`src/rtl/sar_pkg.sv`:
```
`timescale 1ns/1ps
package sar_pkg;

  typedef enum logic [1:0] {
    SEL_DATA = 2'd0,
    SEL_STAT = 2'd1,
    SEL_CMD  = 2'd2,
    SEL_CTL  = 2'd3
  } reg_sel_e;

  // status bit positions (software decodes these)
  localparam int ST_PAR  = 0;
  localparam int ST_FRM  = 1;
  localparam int ST_OVR  = 2;
  localparam int ST_RXF  = 3;
  localparam int ST_TXE  = 4;
  localparam int ST_DCD  = 5;
  localparam int ST_DSR  = 6;
  localparam int ST_IRQ  = 7;

  // command bit positions
  localparam int CMD_RXI_OFF = 1;
  localparam int CMD_TIC_LO  = 2;
  localparam int CMD_TIC_HI  = 3;
  localparam int CMD_ECHO    = 4;

  localparam logic [1:0] TIC_TX_IRQ = 2'b01;

  function automatic logic [7:0] pack_status(
    input logic irq_f,
    input logic txe,
    input logic rxf,
    input logic ovr
  );
    logic [7:0] s;
    s         = '0;
    s[ST_PAR] = 1'b0;
    s[ST_FRM] = 1'b0;
    s[ST_OVR] = ovr;
    s[ST_RXF] = rxf;
    s[ST_TXE] = txe;
    s[ST_DCD] = 1'b0;
    s[ST_DSR] = 1'b1;
    s[ST_IRQ] = irq_f;
    return s;
  endfunction

endpackage

```
`src/rtl/sar_rx_hold.sv`:
```
`timescale 1ns/1ps
module sar_rx_hold #(
  parameter int DATA_W = 8
) (
  input  logic              clk,
  input  logic              rst,
  input  logic              rx_valid,
  input  logic [DATA_W-1:0] rx_data,
  input  logic              consume,
  input  logic              ovr_clr,
  output logic [DATA_W-1:0] rx_byte,
  output logic              rx_full,
  output logic              rx_ovr
);

  // an arrival collides only if the old byte is still unread
  logic collide;
  assign collide = rx_full & ~consume;

  always_ff @(posedge clk) begin
    if (rst) begin
      rx_byte <= '0;
      rx_full <= 1'b0;
      rx_ovr  <= 1'b0;
    end else if (rx_valid) begin
      rx_byte <= rx_data;
      rx_full <= 1'b1;
      if (collide)
        rx_ovr <= 1'b1;
      else if (consume || ovr_clr)
        rx_ovr <= 1'b0;
    end else begin
      if (consume) begin
        rx_full <= 1'b0;
        rx_ovr  <= 1'b0;
      end else if (ovr_clr) begin
        rx_ovr  <= 1'b0;
      end
    end
  end

endmodule

```
`src/rtl/sar_tx_hold.sv`:
```
`timescale 1ns/1ps
module sar_tx_hold #(
  parameter int DATA_W = 8
) (
  input  logic              clk,
  input  logic              rst,
  input  logic              load,
  input  logic [DATA_W-1:0] load_byte,
  input  logic              cancel,
  input  logic              echo_go,
  input  logic [DATA_W-1:0] echo_byte,
  output logic              tx_valid,
  output logic [DATA_W-1:0] tx_data,
  output logic              tx_empty,
  output logic              tx_done
);

  logic              pend;
  logic [DATA_W-1:0] hold;

  // the CPU byte leaves only when the port is not taken by an echo
  assign tx_done = pend & ~echo_go & ~cancel;

  always_ff @(posedge clk) begin
    if (rst) begin
      tx_valid <= 1'b0;
      tx_data  <= '0;
      hold     <= '0;
      pend     <= 1'b0;
      tx_empty <= 1'b1;
    end else begin
      tx_valid <= echo_go | tx_done;
      if (echo_go)
        tx_data <= echo_byte;
      else if (tx_done)
        tx_data <= hold;

      if (load) begin
        hold     <= load_byte;
        pend     <= 1'b1;
        tx_empty <= 1'b0;
      end else if (cancel || tx_done) begin
        pend     <= 1'b0;
        tx_empty <= 1'b1;
      end
    end
  end

endmodule

```
`src/rtl/sar_irq_ctl.sv`:
```
`timescale 1ns/1ps
module sar_irq_ctl (
  input  logic clk,
  input  logic rst,
  input  logic set_rx,
  input  logic set_tx,
  input  logic clr,
  output logic irq_flag,
  output logic irq_pin
);

  logic set_any;
  assign set_any = set_rx | set_tx;

  always_ff @(posedge clk) begin
    if (rst) begin
      irq_flag <= 1'b0;
      irq_pin  <= 1'b0;
    end else begin
      if (set_any)
        irq_flag <= 1'b1;
      else if (clr)
        irq_flag <= 1'b0;
      irq_pin <= irq_flag;
    end
  end

endmodule

```
`src/rtl/serial_adapter_regs.sv`:
```
`timescale 1ns/1ps
module serial_adapter_regs #(
  parameter int DATA_W = 8,
  parameter int ADDR_W = 2
) (
  input  logic              clk,
  input  logic              rst,
  input  logic [ADDR_W-1:0] cpu_addr,
  input  logic              cpu_rd,
  input  logic              cpu_wr,
  input  logic [DATA_W-1:0] cpu_wdata,
  output logic [DATA_W-1:0] cpu_rdata,
  input  logic              rx_valid,
  input  logic [DATA_W-1:0] rx_data,
  output logic              tx_valid,
  output logic [DATA_W-1:0] tx_data,
  output logic              irq
);
  import sar_pkg::*;

  localparam logic [ADDR_W-1:0] A_DATA = ADDR_W'(SEL_DATA);
  localparam logic [ADDR_W-1:0] A_STAT = ADDR_W'(SEL_STAT);
  localparam logic [ADDR_W-1:0] A_CMD  = ADDR_W'(SEL_CMD);
  localparam logic [ADDR_W-1:0] A_CTL  = ADDR_W'(SEL_CTL);

  logic [DATA_W-1:0] cmd_q;
  logic [DATA_W-1:0] ctl_q;

  logic wr_data, wr_prst, wr_cmd, wr_ctl;
  logic rd_data, rd_stat;

  assign wr_data = cpu_wr && (cpu_addr == A_DATA);
  assign wr_prst = cpu_wr && (cpu_addr == A_STAT);
  assign wr_cmd  = cpu_wr && (cpu_addr == A_CMD);
  assign wr_ctl  = cpu_wr && (cpu_addr == A_CTL);
  assign rd_data = cpu_rd && (cpu_addr == A_DATA);
  assign rd_stat = cpu_rd && (cpu_addr == A_STAT);

  logic [DATA_W-1:0] rx_byte;
  logic              rx_full;
  logic              rx_ovr;
  logic              tx_empty;
  logic              tx_done;
  logic              irq_flag;
  logic              echo_go;
  logic              set_rx, set_tx;

  assign echo_go = rx_valid & cmd_q[CMD_ECHO];
  assign set_rx  = rx_valid & ~cmd_q[CMD_RXI_OFF];
  assign set_tx  = tx_done & (cmd_q[CMD_TIC_HI:CMD_TIC_LO] == TIC_TX_IRQ);

  sar_rx_hold #(.DATA_W(DATA_W)) rx_i (
    .clk      (clk),
    .rst      (rst),
    .rx_valid (rx_valid),
    .rx_data  (rx_data),
    .consume  (rd_data),
    .ovr_clr  (rd_stat | wr_prst),
    .rx_byte  (rx_byte),
    .rx_full  (rx_full),
    .rx_ovr   (rx_ovr)
  );

  sar_tx_hold #(.DATA_W(DATA_W)) tx_i (
    .clk       (clk),
    .rst       (rst),
    .load      (wr_data),
    .load_byte (cpu_wdata),
    .cancel    (wr_prst),
    .echo_go   (echo_go),
    .echo_byte (rx_data),
    .tx_valid  (tx_valid),
    .tx_data   (tx_data),
    .tx_empty  (tx_empty),
    .tx_done   (tx_done)
  );

  sar_irq_ctl irq_i (
    .clk      (clk),
    .rst      (rst),
    .set_rx   (set_rx),
    .set_tx   (set_tx),
    .clr      (rd_data | rd_stat),
    .irq_flag (irq_flag),
    .irq_pin  (irq)
  );

  always_ff @(posedge clk) begin
    if (rst) begin
      cmd_q <= '0;
      ctl_q <= '0;
    end else begin
      if (wr_cmd) cmd_q <= cpu_wdata;
      if (wr_ctl) ctl_q <= cpu_wdata;
    end
  end

  logic [DATA_W-1:0] status_w;
  logic [DATA_W-1:0] rd_mux;

  assign status_w = DATA_W'(pack_status(irq_flag, tx_empty, rx_full, rx_ovr));

  always_comb begin
    unique case (cpu_addr)
      A_DATA:  rd_mux = rx_byte;
      A_STAT:  rd_mux = status_w;
      A_CMD:   rd_mux = cmd_q;
      A_CTL:   rd_mux = ctl_q;
      default: rd_mux = '0;
    endcase
  end

  always_ff @(posedge clk) begin
    if (rst)
      cpu_rdata <= '0;
    else if (cpu_rd)
      cpu_rdata <= rd_mux;
  end

endmodule

```
`config.mk`:
```
export PLATFORM = sky130hd
export DESIGN_NAME = serial_adapter_regs
export DESIGN_NICKNAME = d
export VERILOG_FILES = /design/src/rtl/sar_pkg.sv /design/src/rtl/sar_rx_hold.sv /design/src/rtl/sar_tx_hold.sv /design/src/rtl/sar_irq_ctl.sv /design/src/rtl/serial_adapter_regs.sv
export SDC_FILE = /design/constraint.sdc
export NUM_CORES = 1
export LEC_CHECK = 0
export BUFFER_PORTS_ARGS = -buffer_cell sky130_fd_sc_hd__buf_2
export CORE_MARGIN = 2
export CORE_UTILIZATION = 25
export DETAILED_ROUTE_END_ITERATION = 16
export SLEW_MARGIN = 20
export SYNTH_ARGS = -nofsm -noshare
export SYNTH_HDL_FRONTEND = slang
export SYNTH_HIERARCHICAL = 1
export SYNTH_SLANG_ARGS = --single-unit
```
`constraint.sdc`:
```
create_clock -name clk -period 1.7 [get_ports clk]
set_input_delay 0.34 -clock clk [delete_from_list [all_inputs] [get_ports clk]]
set_output_delay 0.34 -clock clk [all_outputs]
set_load 0.02 [all_outputs]
```
==> results.sh <==
export IMPL_yosysTopAreaCellShare=0.4560
export IMPL_drt_total_wl_mm=5.619
export IMPL_worstMarginPinSlew_ns=0.5384
export IMPL_antenna_found_initial=0
export IMPL_worstPathRequired_ns=1.90
export IMPL_cts_hold_buf=0
export IMPL_clockBufferDepth=2
export IMPL_dpl_hpwl_mm=4.380
export IMPL_worstSetupPathType="primary input to register"
export IMPL_layout_cells_non_filler=401
export IMPL_regToRegEndpoint="tx_i/tx_data[0]$_SDFFE_PP0P_"
export IMPL_die_area_um2=10460
export IMPL_clock_root_buffer="clkbuf_8"
export IMPL_finalHoldViolCount=0
export IMPL_path_max_fanout=9
export IMPL_grt_pass1_wl_mm=9.101
export IMPL_fin_worst_skew_ns=0.01068
export IMPL_drive_above_1_share=0.3015
export IMPL_ant_nets=0
export IMPL_ir_worst_vdd_v=0.0004652
export IMPL_p_per_area_nw_per_um2=948.8
export IMPL_setup_viol=0
export IMPL_seq_power_share=0.509
export IMPL_cts_tree="built"
export IMPL_power_mw=2.717
export IMPL_ys_warn_count=6
export IMPL_post_cts_buffers=0
export IMPL_synth_cell_types=35
export IMPL_swShare=0.2365
export IMPL_syn_area_per_cell_um2=10.50
export IMPL_dp_cells=393
export IMPL_p_int_mw=2.075
export IMPL_gp_congestion=0.7806
export IMPL_grt_overflow=0
export IMPL_io_pins=41
export IMPL_grt_max_degree=28
export IMPL_reg2regPathDepth=3
export IMPL_status="completed"
export IMPL_core_area_um2=9328
export IMPL_drv_slew=0
export IMPL_first_global_vias=1713
export IMPL_syn_area_um2=2415
export IMPL_htree_levels=2
export IMPL_rrSetupSlack_ns=0.46
export IMPL_clkPwrFrac=0.373
export IMPL_setup_tns_ns=0
export IMPL_viasPerCell=4.264
export IMPL_synth_top_cells_by_area="dfxtp_1 (46%), mux2i_1 (15%), nor2_1 (7.0%)"
export IMPL_die_h_um=102.3
export IMPL_clock_latency_ns=0.31
export IMPL_clk_pin_slew_ns=0.10
export IMPL_rows=35
export IMPL_p_leak_nw=1.296
export IMPL_crit_arrival_ns=1.49
export IMPL_drt_initial_drc_count=93
export IMPL_hold_start="rx_data[7]"
export IMPL_cts_sinks=55
export IMPL_synth_nets=253
export IMPL_hold_end="rx_i/rx_byte[7]$_SDFFE_PP0P_"
export IMPL_drc=0
export IMPL_io_buffers=40
export IMPL_start_util=0.2589
export IMPL_hold_path_cell_count=3
export IMPL_period_share=0.7576
export IMPL_dr_pass1_iters=4
export IMPL_synth_top_area_cell="dfxtp_1"
export IMPL_cts_resized=0
export IMPL_fmax_ghz=0.7764
export IMPL_areaGrowthSynthToFinish_pct=18.60
export IMPL_antenna_cells=0
export IMPL_p_sw_mw=0.6426
export IMPL_relSlewSlack=0.6410
export IMPL_die_w_um=102.3
export IMPL_grt_use_total=0.1155
export IMPL_fin_crit_ns=1.288
export IMPL_netlist_instances=230
export IMPL_final_nets=294
export IMPL_detail_route_wl_per_cell_um=14.01
export IMPL_hp_class="primary input to register"
export IMPL_cap_violations=0
export IMPL_crit_start="cpu_addr[1]"
export IMPL_fin_util=0.3070
export IMPL_vias=1710
export IMPL_ys_seq_area_frac=0.4560
export IMPL_pwr_share_comb=0.118
export IMPL_cp_start_kind="primary input"
export IMPL_r2r_start="tx_i/pend$_SDFFE_PP0P_"
export IMPL_cts_made_buffers=5
export IMPL_fill_cells=983
export IMPL_setup_worst_path_end_class="register"
export IMPL_rsz0062_at_grt="false"
export IMPL_ys_ff_latch=55
-- area by class of cell --
type	instances	area, µm²	share of cell area
Tap cell	129	161.4	0.05636
Multi-Input combinational cell	147	1129	0.3941
Timing Repair Buffer	51	295.3	0.1031
Inverter	11	41.29	0.01442
Clock inverter	3	67.56	0.02359
Clock buffer	5	68.82	0.02403
Sequential cell	55	1101	0.3844
-- cells by family after synthesis --
group / count (synthesis) / share of synthesized area
AO/OA/AOI/OAI: 20 / 0.09275
buffers and inverters: 28 / 0.07668
flip-flops: 55 / 0.4560
multiplexers: 44 / 0.2078
AND/OR/NAND/NOR: 83 / 0.1668
-- synthesized netlist by cell type --
library cell,instances
buf_4,1
nor2_1,45
o32ai_1,1
a2111oi_4,1
a2111oi_2,7
mux4_2,4
a211oi_1,1
nor2b_2,1
nor3_1,14
a21oi_1,4
buf_6,7
and3b_2,1
and2_1,1
nand2_1,6
nand3_2,1
nor3b_1,1
a311oi_1,4
and3b_1,1
clkbuf_2,1
buf_2,5
nand2_4,1
nand3b_1,1
inv_1,11
mux2_4,2
and2_2,1
clkbuf_1,2
a211oi_2,1
nor3_2,2
buf_12,1
nand2b_1,5
nor2b_1,2
mux2_2,1
mux2i_1,37
dfxtp_1,55
o21bai_1,1
-- per-layer routing --
metal / GRT usage / routed length [µm] / up-vias / part of all wire
li1: - / - / 872 / -
met1: 0.1506 / 2634 / 800 / 0.47
met2: 0.1817 / 2577 / 34 / 0.46
met3: 0.03762 / 340 / 4 / 0.061
met4: 0.03692 / 67 / 0 / 0.012
met5: 0 / 0 / - / 0
-- stage by stage --
step | cell area (µm²) | worst slack [ns] | hold WS [ns]
floorplan | 2415 | 0.2056 | 0.4091
global placement | 2728 | 0.1117 | 0.4754
detailed placement | 2728 | 0.08537 | 0.4748
CTS | 2864 | 0.4084 | 0.2870
global route | 2864 | 0.3074 | 0.2896
finish | 2864 | 0.4121 | 0.2859
-- cells in the final DEF (no fill, tap or decap), types with 2 or more instances in the layout --
cell	instances
a2111oi_2	7
a21oi_1	4
a311oi_1	4
buf_2	40
buf_4	10
bufinv_16	2
clkbuf_8	5
dfxtp_1	55
inv_1	11
mux2_4	2
mux2i_1	37
mux4_2	4
nand2_1	6
nand2b_1	5
nor2_1	45
nor2b_1	2
nor3_1	14
nor3_2	2
-- critical path: stages --
cell	delay [ns]
buf_2	0.16
and3b_2	0.25
nor2b_2	0.34
nor3_1	0.11
a2111oi_2	0.29
-- registers in the layout, indices dropped and copies added (netlist names), 8 cells and up --
| signal | flops |
|---|---|
| cmd_q | 8 |
| cpu_rdata | 8 |
| ctl_q | 8 |
| rx_i/rx_byte | 8 |
| tx_i/hold | 8 |
| tx_i/tx_data | 8 |
-- power by group through the flow --
| stage | Sequential [mW] | Combinational, mW | Clock (mW) |
|---|---|---|---|
| 3_3_place_gp | 1.41 | 0.319 | 0 |
| 5_1_grt | 1.39 | 0.352 | 1.11 |
| 2_1_floorplan | 1.43 | 0.204 | 0 |
| 6_report | 1.38 | 0.320 | 1.01 |
| 4_1_cts | 1.38 | 0.327 | 1.04 |
| 3_5_place_dp | 1.41 | 0.326 | 0 |
-- how the worst max path moves through the flow --
stage                                    to
3_3_place_gp   tx_i/tx_data[4]$_SDFFE_PP0P_
4_1_cts        tx_i/tx_data[0]$_SDFFE_PP0P_
2_1_floorplan   irq_i/irq_flag$_SDFFE_PP0P_
3_5_place_dp      tx_i/hold[6]$_SDFFE_PP0P_
6_report       tx_i/tx_data[0]$_SDFFE_PP0P_
5_1_grt        tx_i/tx_data[0]$_SDFFE_PP0P_
Power figures use the tool's default switching activity.
